`src/rtl/dbf_pkg.sv`:
```
package dbf_pkg;
  typedef enum logic {
    DIM_ROW = 1'b0,
    DIM_COL = 1'b1
  } dim_e;
endpackage

```
`src/rtl/dbf_phase_ctrl.sv`:
```
module dbf_phase_ctrl #(
  parameter int unsigned POINTS = 8
) (
  input  logic                        clk_i,
  input  logic                        rst_ni,
  output logic [$clog2(POINTS)-1:0]   phase_o,
  output logic                        half_a_o,
  output logic [$clog2(POINTS)-2:0]   slot_o
);
  localparam int unsigned PH_W   = $clog2(POINTS);
  localparam int unsigned SLOT_W = PH_W - 1;

  logic [PH_W-1:0] cnt_q;

  always_ff @(posedge clk_i or negedge rst_ni) begin
    if (!rst_ni) begin
      cnt_q <= '0;
    end else if (cnt_q == PH_W'(POINTS - 1)) begin
      cnt_q <= '0;
    end else begin
      cnt_q <= cnt_q + 1'b1;
    end
  end

  assign phase_o  = cnt_q;
  assign half_a_o = ~cnt_q[PH_W-1];
  assign slot_o   = cnt_q[SLOT_W-1:0];
endmodule

```
`src/rtl/dbf_reorder_bank.sv`:
```
module dbf_reorder_bank #(
  parameter int unsigned DATA_W = 12,
  parameter int unsigned DEPTH  = 4
) (
  input  logic                       clk_i,
  input  logic                       rst_ni,
  input  logic                       shift_en_i,
  input  logic [DATA_W-1:0]          data_i,
  input  logic                       valid_i,
  input  logic [$clog2(DEPTH)-1:0]   rd_sel_i,
  output logic [DATA_W-1:0]          data_o,
  output logic                       valid_o
);
  typedef struct packed {
    logic              v;
    logic [DATA_W-1:0] d;
  } word_t;

  word_t word_q [DEPTH];

  // word 0 takes the newest sample; after DEPTH shifts word j holds sample DEPTH-1-j
  for (genvar g = 0; g < DEPTH; g++) begin : g_word
    word_t nxt;
    if (g == 0) begin : g_head
      assign nxt = '{v: valid_i, d: data_i};
    end else begin : g_body
      assign nxt = word_q[g-1];
    end

    always_ff @(posedge clk_i or negedge rst_ni) begin
      if (!rst_ni) begin
        word_q[g] <= '0;
      end else if (shift_en_i) begin
        word_q[g] <= nxt;
      end
    end
  end

  assign data_o  = word_q[rd_sel_i].d;
  assign valid_o = word_q[rd_sel_i].v;
endmodule

```
`src/rtl/dbf_addsub.sv`:
```
module dbf_addsub
  import dbf_pkg::*;
#(
  parameter int unsigned DATA_W = 12,
  parameter int unsigned IDX_W  = 2
) (
  input  logic              clk_i,
  input  logic              rst_ni,
  input  logic              sel_col_i,
  input  logic [DATA_W-1:0] row_near_i,
  input  logic [DATA_W-1:0] row_far_i,
  input  logic              row_ok_i,
  input  logic [DATA_W-1:0] col_near_i,
  input  logic [DATA_W-1:0] col_far_i,
  input  logic              col_ok_i,
  input  logic [IDX_W-1:0]  idx_i,
  output logic              valid_o,
  output logic [DATA_W:0]   sum_o,
  output logic [DATA_W:0]   diff_o,
  output dim_e              dim_o,
  output logic [IDX_W-1:0]  idx_o
);
  logic [DATA_W-1:0]  near, far;
  logic               ok;
  logic signed [DATA_W:0] near_x, far_x;

  logic               valid_q;
  logic [DATA_W:0]    sum_q, diff_q;
  dim_e               dim_q;
  logic [IDX_W-1:0]   idx_q;

  // operand steering: one adder/subtracter pair for both streams
  always_comb begin
    if (sel_col_i) begin
      near = col_near_i;
      far  = col_far_i;
      ok   = col_ok_i;
    end else begin
      near = row_near_i;
      far  = row_far_i;
      ok   = row_ok_i;
    end
  end

  assign near_x = $signed({near[DATA_W-1], near});
  assign far_x  = $signed({far[DATA_W-1], far});

  always_ff @(posedge clk_i or negedge rst_ni) begin
    if (!rst_ni) begin
      valid_q <= 1'b0;
      sum_q   <= '0;
      diff_q  <= '0;
      dim_q   <= DIM_ROW;
      idx_q   <= '0;
    end else begin
      valid_q <= ok;
      if (ok) begin
        sum_q  <= near_x + far_x;
        diff_q <= near_x - far_x;
        dim_q  <= sel_col_i ? DIM_COL : DIM_ROW;
        idx_q  <= idx_i;
      end
    end
  end

  assign valid_o = valid_q;
  assign sum_o   = sum_q;
  assign diff_o  = diff_q;
  assign dim_o   = dim_q;
  assign idx_o   = idx_q;
endmodule

```
`src/rtl/dbf_butterfly_stage.sv`:
```
module dbf_butterfly_stage
  import dbf_pkg::*;
#(
  parameter int unsigned DATA_W = 12,
  parameter int unsigned POINTS = 8
) (
  input  logic                        clk_i,
  input  logic                        rst_ni,
  input  logic                        row_valid_i,
  input  logic [DATA_W-1:0]           row_data_i,
  input  logic                        col_valid_i,
  input  logic [DATA_W-1:0]           col_data_i,
  output logic [$clog2(POINTS)-1:0]   phase_o,
  output logic                        out_valid_o,
  output logic                        dim_o,
  output logic [$clog2(POINTS)-2:0]   idx_o,
  output logic [DATA_W:0]             sum_o,
  output logic [DATA_W:0]             diff_o
);
  localparam int unsigned HALF  = POINTS / 2;
  localparam int unsigned IDX_W = $clog2(POINTS) - 1;

  logic              half_a;
  logic [IDX_W-1:0]  slot;
  logic [IDX_W-1:0]  pair_idx;

  logic [DATA_W-1:0] row_near, col_near;
  logic              row_near_v, col_near_v;
  dim_e              dim_q;

  dbf_phase_ctrl #(.POINTS(POINTS)) i_phase (
    .clk_i    (clk_i),
    .rst_ni   (rst_ni),
    .phase_o  (phase_o),
    .half_a_o (half_a),
    .slot_o   (slot)
  );

  // row vectors load in half A, column vectors load in half B
  dbf_reorder_bank #(.DATA_W(DATA_W), .DEPTH(HALF)) i_row_bank (
    .clk_i      (clk_i),
    .rst_ni     (rst_ni),
    .shift_en_i (half_a),
    .data_i     (row_data_i),
    .valid_i    (row_valid_i),
    .rd_sel_i   (slot),
    .data_o     (row_near),
    .valid_o    (row_near_v)
  );

  dbf_reorder_bank #(.DATA_W(DATA_W), .DEPTH(HALF)) i_col_bank (
    .clk_i      (clk_i),
    .rst_ni     (rst_ni),
    .shift_en_i (~half_a),
    .data_i     (col_data_i),
    .valid_i    (col_valid_i),
    .rd_sel_i   (slot),
    .data_o     (col_near),
    .valid_o    (col_near_v)
  );

  assign pair_idx = IDX_W'(HALF - 1) - slot;

  dbf_addsub #(.DATA_W(DATA_W), .IDX_W(IDX_W)) i_addsub (
    .clk_i      (clk_i),
    .rst_ni     (rst_ni),
    .sel_col_i  (half_a),
    .row_near_i (row_near),
    .row_far_i  (row_data_i),
    .row_ok_i   (row_valid_i & row_near_v),
    .col_near_i (col_near),
    .col_far_i  (col_data_i),
    .col_ok_i   (col_valid_i & col_near_v),
    .idx_i      (pair_idx),
    .valid_o    (out_valid_o),
    .sum_o      (sum_o),
    .diff_o     (diff_o),
    .dim_o      (dim_q),
    .idx_o      (idx_o)
  );

  assign dim_o = dim_q;
endmodule

```
`config.mk`:
```
export PLATFORM = sky130hd
export DESIGN_NAME = dbf_butterfly_stage
export DESIGN_NICKNAME = d
export VERILOG_FILES = /design/src/rtl/dbf_pkg.sv /design/src/rtl/dbf_phase_ctrl.sv /design/src/rtl/dbf_reorder_bank.sv /design/src/rtl/dbf_addsub.sv /design/src/rtl/dbf_butterfly_stage.sv
export SDC_FILE = /design/constraint.sdc
export NUM_CORES = 1
export LEC_CHECK = 0
export BUFFER_PORTS_ARGS = -buffer_cell sky130_fd_sc_hd__buf_2
export CAP_MARGIN = 10
export CORE_MARGIN = 2
export CORE_UTILIZATION = 35
export CTS_CLUSTER_SIZE = 12
export DETAILED_ROUTE_END_ITERATION = 6
export GPL_ROUTABILITY_DRIVEN = 0
export HOLD_SLACK_MARGIN = 0.05
export MAX_ROUTING_LAYER = met4
export PLACE_DENSITY = 0.51
export RECOVER_POWER = 50
export SKIP_CTS_REPAIR_TIMING = 1
export SLEW_MARGIN = 20
export SYNTH_ARGS = -nofsm -noshare
export SYNTH_HDL_FRONTEND = slang
export SYNTH_HIERARCHICAL = 1
export SYNTH_SLANG_ARGS = --single-unit
```
`constraint.sdc`:
```
create_clock -name clk_i -period 7.8 [get_ports clk_i]
set_input_delay 2.34 -clock clk_i [delete_from_list [all_inputs] [get_ports clk_i]]
set_output_delay 2.34 -clock clk_i [all_outputs]
set_load 0.005 [all_outputs]
```
# After elaboration in Yosys (flattened, before gate mapping)
# Cells that the tools add are included.
totals:
  regBits: 137
  input_bits: 28
  wordCells: 42
classes:
  n_mux: 11
  magnitude_cmp: 1
  n_eq_ne: 1
  bitwise_logic: 3
  addsub: 4
ops:
  columns: ["operator", "n"]
  rows:
  - ["binary-select mux 13 bit (select 2 bit)", 2]
  - ["2-to-1 mux 13 bit", 4]
  - ["2-to-1 mux 12 bit", 2]
  - ["adder 12 x 12 -> 13 bit", 1]
  - ["subtractor 12 x 12 -> 13 bit", 1]
  - ["adder 3 x 1 -> 3 bit, second input constant", 1]
  - ["== test 3 bit, second input constant", 1]
  - ["greater-or-equal comparator 3 bit, second input constant", 1]
  - ["2-to-1 mux 3 bit", 1]
  - ["NOT 2 -> 3 bit", 1]
  - ["bitwise AND 1 bit", 2]
  - ["2-to-1 mux 1 bit", 2]
  - ["subtractor 2 bit, first input constant", 1]

# Logic depth before layout (Yosys ltp)
logic_depth:
  ltp_word: 6
  ltp_mapped: 12

# Cells and area by module
# The synthesis kept the hierarchy.
by_module_without_submodules:
  columns: ["module", "cells_each", "n_inst", "area_each_um2", "seq_area_each_um2"]
  rows:
  - ["dbf_reorder_bank", 125, 2, 2237.1, 1301.2]
  - ["dbf_addsub", 300, 1, 2635.0, 725.7]
  - ["dbf_phase_ctrl", 9, 1, 122.6, 75.1]
  - ["dbf_butterfly_stage", 5, 1, 23.8, 0.0]

# Least setup slack after synthesis
# No wires, ideal clock.
synth_path:
  kind: "in2reg"
  startpoint: "input col_data_i[0]"
  endpoint: "register i_addsub.diff_q[10] (netlist: i_addsub/diff_o[10])"
  setup_time_ns: 0.120
  required_ns: 7.680
  slack_ns: 3.597
  path_stages: 8
  path_buffers: 0
  arrival_ns: 4.084
  path_cell_list: "mux2_2 ha_1 fa_1 nand2b_1 a21oi_1 o21bai_1 or3_1 and3_1"
synth_via:
  elab_chain_cells: 2
synth_lines:
  columns: ["item", "line", "text"]
  rows:
  - ["start, declared", "dbf_butterfly_stage.sv:12", "input logic [DATA_W-1:0] col_data_i,"]
  - ["2-to-1 mux 12 bit", "dbf_addsub.sv:34", "if (sel_col_i) begin"]
  - ["subtractor 12 x 12 -> 13 bit", "dbf_addsub.sv:59", "diff_q <= near_x - far_x;"]
  - ["end signal, assigned", "dbf_addsub.sv:59", null]
  - ["end, declared", "dbf_addsub.sv:28", "logic [DATA_W:0] sum_q, diff_q;"]
# No other way between the ends.
# A chain may end at the register's enable or synchronous reset.

# Final worst setup path
layout_path:
  startpoint: "register i_phase.cnt_q[0] (netlist: i_phase/phase_o[0])"
  endpoint: "output phase_o[0]"
layout_rtl:
  columns: ["item", "line", "text"]
  rows:
  - ["start, declared", "dbf_phase_ctrl.sv:13", "logic [PH_W-1:0] cnt_q;"]
  - ["start signal, assigned", "dbf_phase_ctrl.sv:21", "cnt_q <= cnt_q + 1'b1;"]
  - ["end, declared", "dbf_butterfly_stage.sv:13", "output logic [$clog2(POINTS)-1:0] phase_o,"]
# No word-level cell between the ends.

==> qor.txt <==
Vias per cell = 5.036
Mapped cell area = 7256 um^2
CTS buffer count = 17
1st-iter DRT viols = 280
Finish-stage setup viols = 0
WP depth = 1
Final Hold Fails = 0
First-pass DRT Iterations = 4
Synth Area per Inst = 12.86 um^2
Kind of critical path = reg -> out
Core box area = 20300 um^2
Delay-heaviest family, CP = flip-flops
H-tree depth = 4
Max clock buf depth = 2
Clk_lat worst skew = 0.42 ns
Area of the multi-input gates = 3547 um^2
RSZ-0062 raised after global routing = false
Number of routed nets with antenna violations = 0
Vias in the first global route = 4763
CP Buf/Inv Count = 1
WL final = 14940 um
Largest net degree at the start of global routing = 70
# rows = 52
Grt ovf = 0
Crit start category = flop
FF-to-FF setup slack = 3.18 ns
Hpwl dp = 10410 um
Critical Path Start = i_phase/phase_o[0]
Pwr Total = 1.879 mW
Final worst-path cycle share = 60.09%
Tmin final = 4.687 ns
CP endpoint kind = output port
Layout Area Growth over Synthesis = 14.66%
Initial antenna violation count = 0
IO Port Bufs = 60
DRC Markers = 0
CP cell instances = buf_2
Post-synthesis cell type count = 56
Antenna diodes = 0
Die Ht = 148.0 um
CP required = 5.46 ns
Post-synth EDFFs = 0
Post-Synthesis Cells = 564
Worst-path clk slew = 0.06 ns
Final instance area = 8319 um^2
Worst stage delay on the critical path = 1.61 ns
Tightest Pin Transition = 1.886 ns
Sequential-to-total area share from yosys stat = 46.90%
Via Count = 4492
Setup Total Neg Slack = 0 ns
Crit path to = phase_o[0]
Critical-path maximum fanout = 30
First-pass GRT wire length = 25140 um
Initial core utilization = 35.74%
Chip width = 148.0 um
Post-Syn Nets = 620
Gr usage total = 15.13%
Worst reg-to-reg path cell count = 10
Crit path max-delay cell type = dfrtp_1
Placed Area = 7717 um^2
CTS Root Buffer Type = clkbuf_16
Worst Hold Depth = 2
CTS tree = yes
Peak supply drop = 0.1118 mV
Yosys Warn Count = 6
Slew Limit Fails = 66
Leakage = 3.658 nW
Worst r2r dst = i_addsub/diff_o[10]
Type of the worst min-delay path = reg -> reg
Average wire per standard cell = 16.75 um
Share of post-route cells with drive strength above 1 = 36.17%
I/O pins = 61
Failing checks = capacitance limit, slew limit
Final #Nets = 665
Register Area = 3403 um^2
Clock skew = 0.007848 ns
F_max = 0.2134 GHz
PD cells = 225.8 nW/um^2
Max-cap violations = 2
WP data arrival = 2.35 ns
Fill count = 1918
Total clock sinks = 136
Synthesis-stage register bit count = 136
Async set or reset register ratio after synthesis = 100.0%
Most common flop cell mapped by yosys = dfrtp_1
Status = finished with violations
R2R Path Start = i_phase/phase_o[2]
Slew HR = -25.72%
Floorplan die area = 21900 um^2
==> sequential cells by signal, indices dropped and copies added (netlist names) <==
| register | count |
|---|---|
| i_addsub/diff_o | 13 |
| i_addsub/dim_o | 1 |
| i_addsub/idx_o | 2 |
| i_addsub/sum_o | 12 |
| i_addsub/valid_o | 1 |
| i_col_bank/g_word.nxt | 39 |
| i_col_bank/word_q | 13 |
| i_phase/phase_o | 3 |
| i_row_bank/g_word.nxt | 39 |
| i_row_bank/word_q | 13 |
==> area by class of cell <==
type	count	area share, %
inverter	26	1.203
multi-input combinational	365	42.64
clock buffer	21	5.414
timing repair buffer	63	3.730
clock inverter	11	2.045
tap	270	4.061
sequential	136	40.91
==> worst min path at each step <==
stage	from	to	slack, ns
floorplan	i_phase/phase_o[0]	i_phase/phase_o[0]	0.46
global placement	i_addsub/idx_o[0]	i_addsub/idx_o[0]	0.45
detailed placement	i_addsub/idx_o[1]	i_addsub/idx_o[1]	0.46
CTS	i_addsub/idx_o[1]	i_addsub/idx_o[1]	0.47
global route	i_addsub/idx_o[1]	i_addsub/idx_o[1]	0.49
finish	i_addsub/idx_o[1]	i_addsub/idx_o[1]	0.47
==> stage by stage <==
step                utilization, %  cells  worst slack [ns]  hold slack [ns]
floorplan                        -    564             3.597           0.4613
finish                       40.98    892             3.113           0.4665
global placement             38.02    860             3.162           0.4498
detailed placement           38.02    860             3.131           0.4616
CTS                          41.08    892             3.585           0.4746
global route                 40.98    892             2.698           0.4910
==> layer usage <==
| layer | routed length [um] | GRT usage (%) | part of all wire (%) | vias up |
|---|---|---|---|---|
| met2 | 7106 | 23.45 | 48 | 75 |
| met4 | 261 | 6.048 | 1.7 | 0 |
| met3 | 489 | 3.488 | 3.3 | 24 |
| met5 | 0 | - | 0 | - |
| met1 | 7085 | 19.28 | 47 | 2260 |
| li1 | - | - | - | 2133 |
==> report_power, final <==
part           switching (mW)  total (mW)  internal (mW)
Combinational           0.123       0.229          0.106
Sequential             0.0337       0.796          0.762
Clock                   0.310       0.854          0.544
==> placed cells by master, fill, tap and decap left out, types with 8 or more instances in the layout <==
cell	instances
dfrtp_1	136
o21ai_0	12
ha_1	26
nor2_1	29
nand2b_1	8
mux4_2	20
a21o_1	9
buf_2	44
nand2_1	29
inv_1	22
clkbuf_1	18
clkbuf_16	17
mux2i_1	15
a21oi_1	26
mux2_2	115
==> cell families after synthesis <==
| logic type | count (synthesis) | synth area share [%] |
|---|---|---|
| AO/OA/AOI/OAI | 80 | 8.226 |
| XOR/XNOR | 12 | 1.449 |
| adder cells (fa/ha/maj) | 28 | 5.035 |
| buffers and inverters | 63 | 4.208 |
| flip-flops | 136 | 46.90 |
| multiplexers | 157 | 28.61 |
| AND/OR/NAND/NOR | 88 | 5.570 |
==> cells in the mapped netlist (3+ instances only) <==
cell type  number  area [um^2]
o21bai_1        3        22.52
o21ai_0        12        60.06
buf_2          22        110.1
a211oi_1        3        22.52
or3_1           3        18.77
dfrtp_1       136         3403
a21o_1          9        67.56
nor3_1          5        25.02
o211ai_1        4        30.03
mux4_2         20        450.4
inv_1          24        90.09
xnor2_1         6        52.55
nand2_1        29        108.9
clkbuf_1        6        22.52
a31oi_1         3        18.77
mux4_1          6        157.7
buf_4           5        37.54
nor2_1         29        108.9
ha_1           26        325.3
xor2_1          6        52.55
mux2i_1        15        150.1
a21oi_1        26        130.1
and2_1          3        18.77
mux2_2        115         1295
nand2b_1        8        50.05
buf_6           3        33.78
No activity file was read; power rests on OpenSTA's default activity.
